[config.mk]
export PLATFORM = sky130hd
export DESIGN_NAME = laneDeser
export DESIGN_NICKNAME = d
export VERILOG_FILES = /design/src/rtl/laneDeserPkg.sv /design/src/rtl/laneDeserPath.sv /design/src/rtl/laneDeserCtrl.sv /design/src/rtl/laneDeser.sv
export SDC_FILE = /design/constraint.sdc
export NUM_CORES = 1
export LEC_CHECK = 0
export ABC_AREA = 1
export BUFFER_PORTS_ARGS = -buffer_cell sky130_fd_sc_hd__clkbuf_2
export CAP_MARGIN = 20
export CORE_ASPECT_RATIO = 1.75
export CORE_MARGIN = 8
export CORE_UTILIZATION = 54
export CTS_CLUSTER_DIAMETER = 120
export CTS_CLUSTER_SIZE = 12
export DETAILED_ROUTE_END_ITERATION = 7
export PLACE_DENSITY = 0.7
export SETUP_SLACK_MARGIN = 0.02
export SKIP_CTS_REPAIR_TIMING = 1
export SYNTH_ARGS = -nofsm -noshare
export SYNTH_HDL_FRONTEND = slang
export SYNTH_HIERARCHICAL = 1
export SYNTH_SLANG_ARGS = --single-unit
[constraint.sdc]
create_clock -name clk -period 5.58 [get_ports clk]
set_clock_uncertainty 0.15 [all_clocks]
set_input_delay 0.279 -clock clk [delete_from_list [all_inputs] [get_ports clk]]
set_output_delay 0.279 -clock clk [all_outputs]
set_load 0.02 [all_outputs]
[src/rtl/laneDeserPkg.sv]
package laneDeserPkg;
  localparam int FRAME_BITS = 30;
  localparam int DATA_BITS  = 27;
  localparam int COLOR_BITS = 8;
  localparam int CTL_BITS   = 3;
  localparam int LANES      = 3;
  localparam int TICK_W     = $clog2(FRAME_BITS + 1);

  localparam logic [DATA_BITS-1:0] IDLE_WORD = {{(DATA_BITS-1){1'b1}}, 1'b0};

  typedef struct packed {
    logic shiftEn;
    logic loadWord;
    logic forceIdle;
  } deserStrobe_t;
endpackage

[src/rtl/laneDeserPath.sv]
module laneDeserPath
  import laneDeserPkg::*;
(
  input  logic                 clk,
  input  logic                 rstN,
  input  deserStrobe_t         strobe,
  input  logic [LANES-1:0]     laneData,
  input  logic [1:0]           laneCount,
  input  logic                 swapOrder,
  output logic                 frameOk,
  output logic                 parityOk,
  output logic [DATA_BITS-1:0] pixOut
);
  logic [FRAME_BITS-1:0] shiftReg, nextShift;
  logic [DATA_BITS-1:0]  heldWord, dataWord, swappedWord;

  // newest lane bits enter at the LSB, lane 0 ahead of lane 1
  always_comb begin
    nextShift = shiftReg;
    for (int k = 0; k < LANES; k++) begin
      if (2'(k) < laneCount) nextShift = {nextShift[FRAME_BITS-2:0], laneData[k]};
    end
  end

  assign dataWord = nextShift[FRAME_BITS-2:2];
  assign parityOk = ~(^nextShift[FRAME_BITS-2:1]);
  assign frameOk  = nextShift[FRAME_BITS-1] & ~nextShift[0];

  always_ff @(posedge clk or negedge rstN) begin
    if (!rstN) begin
      shiftReg <= '0;
      heldWord <= IDLE_WORD;
    end else if (strobe.forceIdle) begin
      shiftReg <= '0;
      heldWord <= IDLE_WORD;
    end else begin
      if (strobe.shiftEn)  shiftReg <= nextShift;
      if (strobe.loadWord) heldWord <= dataWord;
    end
  end

  // mirrored order: field p takes field (2-p) with bits reversed
  for (genvar p = 0; p < 3; p++) begin : g_field
    for (genvar b = 0; b < COLOR_BITS; b++) begin : g_bit
      assign swappedWord[CTL_BITS + (2-p)*COLOR_BITS + b] =
        heldWord[CTL_BITS + p*COLOR_BITS + (COLOR_BITS-1-b)];
    end
  end
  assign swappedWord[CTL_BITS-1:0] = heldWord[CTL_BITS-1:0];

  assign pixOut = swapOrder ? swappedWord : heldWord;
endmodule

[src/rtl/laneDeserCtrl.sv]
module laneDeserCtrl
  import laneDeserPkg::*;
#(
  parameter int LOSS_CYCLES = 64
) (
  input  logic         clk,
  input  logic         rstN,
  input  logic         bitValid,
  input  logic [1:0]   laneCount,
  input  logic         frameOk,
  input  logic         parityOk,
  output deserStrobe_t strobe,
  output logic         pclkOut,
  output logic         parityErr
);
  localparam int GAP_W = $clog2(LOSS_CYCLES);

  logic [GAP_W-1:0]  gapCnt;
  logic [TICK_W-1:0] tickCnt, frameTicks, halfTicks, tickNext;
  logic [1:0]        goodCnt;
  logic              locked, active;
  logic              atBoundary, frameHit, frameFail, lossNow, showFrame;

  always_comb begin
    case (laneCount)
      2'd2:    frameTicks = TICK_W'(FRAME_BITS / 2);
      2'd3:    frameTicks = TICK_W'(FRAME_BITS / 3);
      default: frameTicks = TICK_W'(FRAME_BITS);
    endcase
    halfTicks  = frameTicks >> 1;
    tickNext   = tickCnt + 1'b1;
    atBoundary = locked && (tickCnt == frameTicks - 1'b1);
    frameHit   = bitValid && (!locked || atBoundary) && frameOk;
    frameFail  = bitValid && atBoundary && !frameOk;
    lossNow    = !bitValid && (gapCnt == GAP_W'(LOSS_CYCLES - 1));
    showFrame  = active || (goodCnt == 2'd1);
    strobe.shiftEn   = bitValid;
    strobe.loadWord  = frameHit && showFrame && parityOk;
    strobe.forceIdle = frameFail || lossNow;
  end

  always_ff @(posedge clk or negedge rstN) begin
    if (!rstN) begin
      gapCnt    <= '0;
      tickCnt   <= '0;
      goodCnt   <= '0;
      locked    <= 1'b0;
      active    <= 1'b0;
      pclkOut   <= 1'b0;
      parityErr <= 1'b0;
    end else begin
      parityErr <= frameHit && showFrame && !parityOk;
      if (bitValid)      gapCnt <= '0;
      else if (!lossNow) gapCnt <= gapCnt + 1'b1;

      if (strobe.forceIdle) begin
        locked  <= 1'b0;
        tickCnt <= '0;
        goodCnt <= '0;
        active  <= 1'b0;
        pclkOut <= 1'b0;
      end else if (frameHit) begin
        locked  <= 1'b1;
        tickCnt <= '0;
        if (!active) goodCnt <= goodCnt + 1'b1;
        if (showFrame) begin
          active  <= 1'b1;
          pclkOut <= 1'b1;
        end
      end else if (bitValid && locked) begin
        tickCnt <= tickNext;
        if (tickNext == halfTicks) pclkOut <= 1'b0;
      end
    end
  end
endmodule

[src/rtl/laneDeser.sv]
module laneDeser
  import laneDeserPkg::*;
#(
  parameter int LOSS_CYCLES = 64
) (
  input  logic                 clk,
  input  logic                 rstN,
  input  logic                 bitValid,
  input  logic [LANES-1:0]     laneData,
  input  logic [1:0]           laneMode,
  input  logic                 swapOrder,
  output logic [DATA_BITS-1:0] pixOut,
  output logic                 pclkOut,
  output logic                 parityErr
);
  deserStrobe_t strobe;
  logic         frameOk, parityOk;
  logic [1:0]   laneCount;

  assign laneCount = (laneMode == 2'd0) ? 2'd1 : laneMode;

  laneDeserCtrl #(.LOSS_CYCLES(LOSS_CYCLES)) u_ctrl (
    .clk       (clk),
    .rstN      (rstN),
    .bitValid  (bitValid),
    .laneCount (laneCount),
    .frameOk   (frameOk),
    .parityOk  (parityOk),
    .strobe    (strobe),
    .pclkOut   (pclkOut),
    .parityErr (parityErr)
  );

  laneDeserPath u_path (
    .clk       (clk),
    .rstN      (rstN),
    .strobe    (strobe),
    .laneData  (laneData),
    .laneCount (laneCount),
    .swapOrder (swapOrder),
    .frameOk   (frameOk),
    .parityOk  (parityOk),
    .pixOut    (pixOut)
  );
endmodule

======== Word-level counts from Yosys, hierarchy flattened ========
Index checks and enable logic that the tools add are counted.
cells by class
  add/sub/neg operators ................... 4
  multiply operators ...................... 0
  divide/modulo/power cells ............... 0
  order comparisons ....................... 3
  equal/unequal tests ..................... 9
  shift-type cells ........................ 0
  mux-type cells .......................... 27
  bitwise gates (word level) .............. 3
  reduce and logical (&&, ||, !) cells .... 27
operator list
  operator                                                             number
  30-bit 2-to-1 mux                                                    5
  27-bit 2-to-1 mux                                                    3
  28-bit XOR reduction                                                 1
  5-bit 2-to-1 mux                                                     3
  6-bit 2-to-1 mux                                                     2
  1-bit logical AND                                                    10
  5-bit case mux with 2 select lines                                   1
  1-bit 2-to-1 mux                                                     9
  2-bit 2-to-1 mux                                                     4
  2-bit nonzero test                                                   4
  6-bit by 1-bit adder with 6-bit output, second input constant        1
  6-bit == test, second input constant                                 1
  3-bit nonzero test                                                   2
  5-bit by 1-bit adder with 5-bit output, second input constant        1
  5-bit by 4-bit == test with 1-bit output                             1
  5-bit == test                                                        1
  5-bit by 1-bit subtractor with 5-bit output, second input constant   1
  2-bit == test, second input constant                                 2
  1-bit by 2-bit < comparator with 1-bit output, first input constant  2
  2-bit != test, second input constant                                 2
  2-bit AND reduction                                                  2
  1-bit zero test                                                      3
  1-bit logical OR                                                     3
  3-bit != test, second input constant                                 1
  other kinds (7)                                                      8
word-level totals
  register bits after elaboration ......... 74
  bits in latches ......................... 0
  RAM bits ................................ 0
  ROM bits ................................ 0
  input bits .............................. 9
  output and inout bits ................... 29
  word-level logic and storage cells ...... 82
  memories ................................ 0

======== Depth between registers and ports, before layout ========
  depth in word-level cells ............... 14
  depth in mapped cells ................... 26
  depth with buffers taken out ............ 25

======== Hierarchy ========
Netlist, hierarchy kept.
modules (own cells, without submodules)
  module         instances  cells an instance  area an instance (um^2)  sequential area each (um^2)
  laneDeserPath  1          628                4075.2                   1458.9
  laneDeserCtrl  1          131                1009.7                   425.4
  laneDeser      1          3                  11.3                     0.0

======== Worst setup path after synthesis ========
OpenSTA, ideal clock, no wires.
  path kind ............................... input to register
  start ................................... input port laneMode[1]
  end ..................................... register u_path.heldWord[10]
  library setup time ...................... 0.095 ns
  data arrival time ....................... 2.632 ns
  data required time ...................... 5.335 ns
  setup slack ............................. 2.703 ns
  cell stages on the path ................. 23
  path buffers ............................ 4
  cells stage by stage .................... clkbuf_1 > buf_4 > buf_2 > o21ai_0 > nand3_1 > nand2_1 > nand2_1 > inv_1 > nor2_1 > inv_1 > nand2_1 > nand2_1 > inv_1 > nand2_1 > nand2_1 > nand2_1 > nand2_1 > inv_1 > nor2_1 > inv_1 > nor2_1 > clkbuf_1 > a22oi_1
RTL lines
  item                  line                 text
  from (decl)           laneDeser.sv:10      input logic [1:0] laneMode,
  to (signal assigned)  laneDeserPath.sv:38  if (strobe.loadWord) heldWord <= dataWord;
  to (decl)             laneDeserPath.sv:15  logic [DATA_BITS-1:0] heldWord, dataWord, swappedWord;

==> qor.yml <==
status:
  run_status: "complete, but fails checks"
  violations: "negative hold slack"
timing:
  tightest_slew_ps: 984
  period_share: 0.636
  maxSlewViolCount: 0
  min_period_ps: 3550
  hold_violations: 48
  max_freq_mhz: 282
  setup_viol: 0
  rsz0062_at_grt: "false"
  maxSlewHeadroom: 0.343
  finalWorstSetupSlack_ps: 2030
  holdWs_ps: -66.2
  setup_tns_ps: 0
clock_network:
  cts_buffers: 9
  clk_pin_slew_ps: 60
  clock_sink_count: 74
  cts_tree: "done"
  cts-root-buf: "clkbuf_16"
  clk_latency_ps: 340
  clock_path_buffers: 2
  htree_levels: 3
layout:
  regArea_sq_um: 1880
  final_core_util: 0.597
  diodes: 0
  fin_nets: 791
  drive_above_1_share: 0.157
  area_delta_synth_final_pct: 9.53
  multi_input_area_sq_um: 2570
  fillers: 886
worst_hold_path:
  hold_class: "input pin to async pin"
synthesis:
  ys.flop_type: "dfrtp_1"
  ys_warn_count: 6
  synth_edf_count: 0
  async_flop_share: 1.00
  syn_area_sq_um: 5100
  syn-mean-instance-area_sq_um: 6.69
  synth.net_count: 774
  yosysUniqueCellTypes: 36
  netlist_instances: 762
  ys_ff_latch: 74
  ys_seq_area_frac: 0.370
grt:
  grt_first_pass_wirelength_um: 22300
  grt_use_met2: 0.402
  grt_max_degree: 75
  met3_usage: 0.0393
  antenna_found_initial: 0
  top_usage_layer: "met2"
  use_met1: 0.226
  grt_usage: 0.225
  grt.overflow.total: 0
  grt_pass1_vias: 4831
placed_design:
  gp_congestion: 0.906
  portBuffers: 37
  dp_hpwl_um: 9490
  place_ws_ps: 1150
power_and_ir_drop:
  pwr_density_cell_nw_per_um2: 390
  ir_drop_mv: 0.274
  p_leak_nw: 3.18
detailed_routing:
  finalWirelength_um: 13300
  ant_nets: 0
  dr_total_vias: 4932
  viasPerCell: 5.44
  drc: 0
  dr.first_iter.drc_count: 341
  drt_pass1_iterations: 5
  wl_per_cell_um: 14.7
die:
  coreArea_sq_um: 9350
  dieArea_sq_um: 12900
  die-height_um: 145
  io_pins: 38
  initial_utilization: 0.545
  num_rows: 47
  die_w_um: 89.4
setup_path:
  critPathMaxFanout: 26
  start_kind: "input pin"
  required_ps: 5650
  rr_endpoint: "u_path/heldWord[8]"
  crit_type: "input pin to flop"
  ff2ff_path_depth: 20
  worstPathArrival_ps: 3610
  crit_path_end_kind: "flop"
  r2r-start: "u_path/shiftReg[24]"
  reg2reg_slack_ps: 2750
run:
  cap_violations: 0
kinds of logic (layout without fill, tap and decap cells):
logic type / Yosys count / after routing / synth area share
flops: 74 / 74 / 0.370
simple gates: 420 / 420 / 0.351
buf+inv: 148 / 170 / 0.126
compound gates: 108 / 108 / 0.130
fa+ha+maj: 3 / 3 / 0.00737
xor+xnor: 9 / 9 / 0.0155
power breakdown:
group	leakage (nW)	internal [W]	total (W)	switching [W]
Sequential	0.881	0.000699	0.000793	0.0000942
Clock	0.135	0.000347	0.000579	0.000232
Combinational	2.17	0.000274	0.000803	0.000529
cell type report:
type                       instances  share of cell area
clock inverter                     6              0.0119
multi-input combinational        540               0.461
sequential                        74               0.338
inverter                         112              0.0762
timing repair buffer              42              0.0453
clock buffer                      10              0.0410
tap                              122              0.0273
through the flow:
step | std cells | power, W | hold slack (ps) | instance area, sq um
floorplan | 762 | 0.00140 | -167 | 5100
global placement | 888 | 0.00157 | 314 | 5240
detailed placement | 889 | 0.00160 | 325 | 5270
CTS | 905 | 0.00219 | -20.6 | 5570
global route | 906 | 0.00234 | 9.78 | 5580
finish | 906 | 0.00217 | -66.2 | 5580
flip-flops by register name (all words and copies together) (netlist names):
name	count
u_path/heldWord	27
u_ctrl/locked	1
u_ctrl/active	1
u_path/shiftReg	30
u_ctrl/gapCnt	6
u_ctrl/parityErr	1
u_ctrl/pclkOut	1
u_ctrl/tickCnt	5
u_ctrl/goodCnt	2
cell usage after synthesis (2+ instances only):
library cell  instances  area share
a21oi_1              14       0.014
nand2_1             286        0.21
nand2_2              13       0.016
ha_1                  3      0.0074
inv_2                11      0.0081
dfstp_2              26        0.13
o22ai_1              31       0.038
buf_4                 8       0.012
inv_1               100       0.074
xnor2_1               4      0.0069
o21ai_1               2      0.0020
clkbuf_1             16       0.012
a21oi_2               2      0.0034
o211ai_1              2      0.0029
dfrtp_1              48        0.24
buf_6                 6       0.013
nand3_2               3      0.0059
a22oi_1              24       0.035
o21ai_0              29       0.028
nand2_4               3      0.0066
nor2_2                2      0.0025
nand3_1              79       0.078
nor2_1               28       0.021
xor2_1                5      0.0086
buf_2                 6      0.0059
worst max-delay path: stages:
cell and delay, ps:
clkbuf_2 70, inv_1 30, nand2_1 710, nand2_1 400
inv_1 190, nand2_1 90, nand2_1 200, nor2_1 60
nor2_1 180, inv_1 60, nand2_1 60, nand2_1 60
inv_1 50, nand2_1 40, nand2_1 100, nand2_1 70
nand2_1 90, inv_1 50, nor2_1 140, nor2_1 90
buf_4 230, a22oi_1 360
per-layer routing:
| layer | vias up | share of wire |
|---|---|---|
| met4 | 0 | 0.056 |
| met5 | - | 0 |
| met1 | 2295 | 0.37 |
| met2 | 131 | 0.53 |
| met3 | 39 | 0.042 |
| li1 | 2467 | - |
cell usage in the layout, fill, tap and decap left out, types with 3 or more instances in the layout:
cell type / n
a21oi_1: 14
a22oi_1: 24
buf_4: 4
clkbuf_16: 9
clkbuf_2: 36
clkinvlp_4: 3
dfrtp_1: 48
dfstp_2: 26
ha_1: 3
inv_1: 100
inv_2: 11
nand2_1: 286
nand2_2: 13
nand2_4: 3
nand3_1: 79
nand3_2: 3
nor2_1: 27
nor2_2: 3
o21ai_0: 29
o22ai_1: 31
xnor2_1: 4
xor2_1: 5
worst max path at each step:
| stage | slack [ps] | to | startpoint | depth (start not counted) |
|---|---|---|---|---|
| after floorplan | 2700 | u_path/heldWord[10] | laneMode[1] | 23 |
| after global placement | 1220 | u_path/heldWord[8] | laneMode[0] | 23 |
| after detailed placement | 1150 | u_path/heldWord[8] | laneMode[0] | 23 |
| after CTS | 1480 | u_path/heldWord[8] | laneMode[0] | 23 |
| after global routing | 1720 | u_path/heldWord[8] | laneMode[0] | 22 |
| final | 2030 | u_path/heldWord[8] | laneMode[0] | 22 |
No activity file was read; power rests on OpenSTA's default activity.
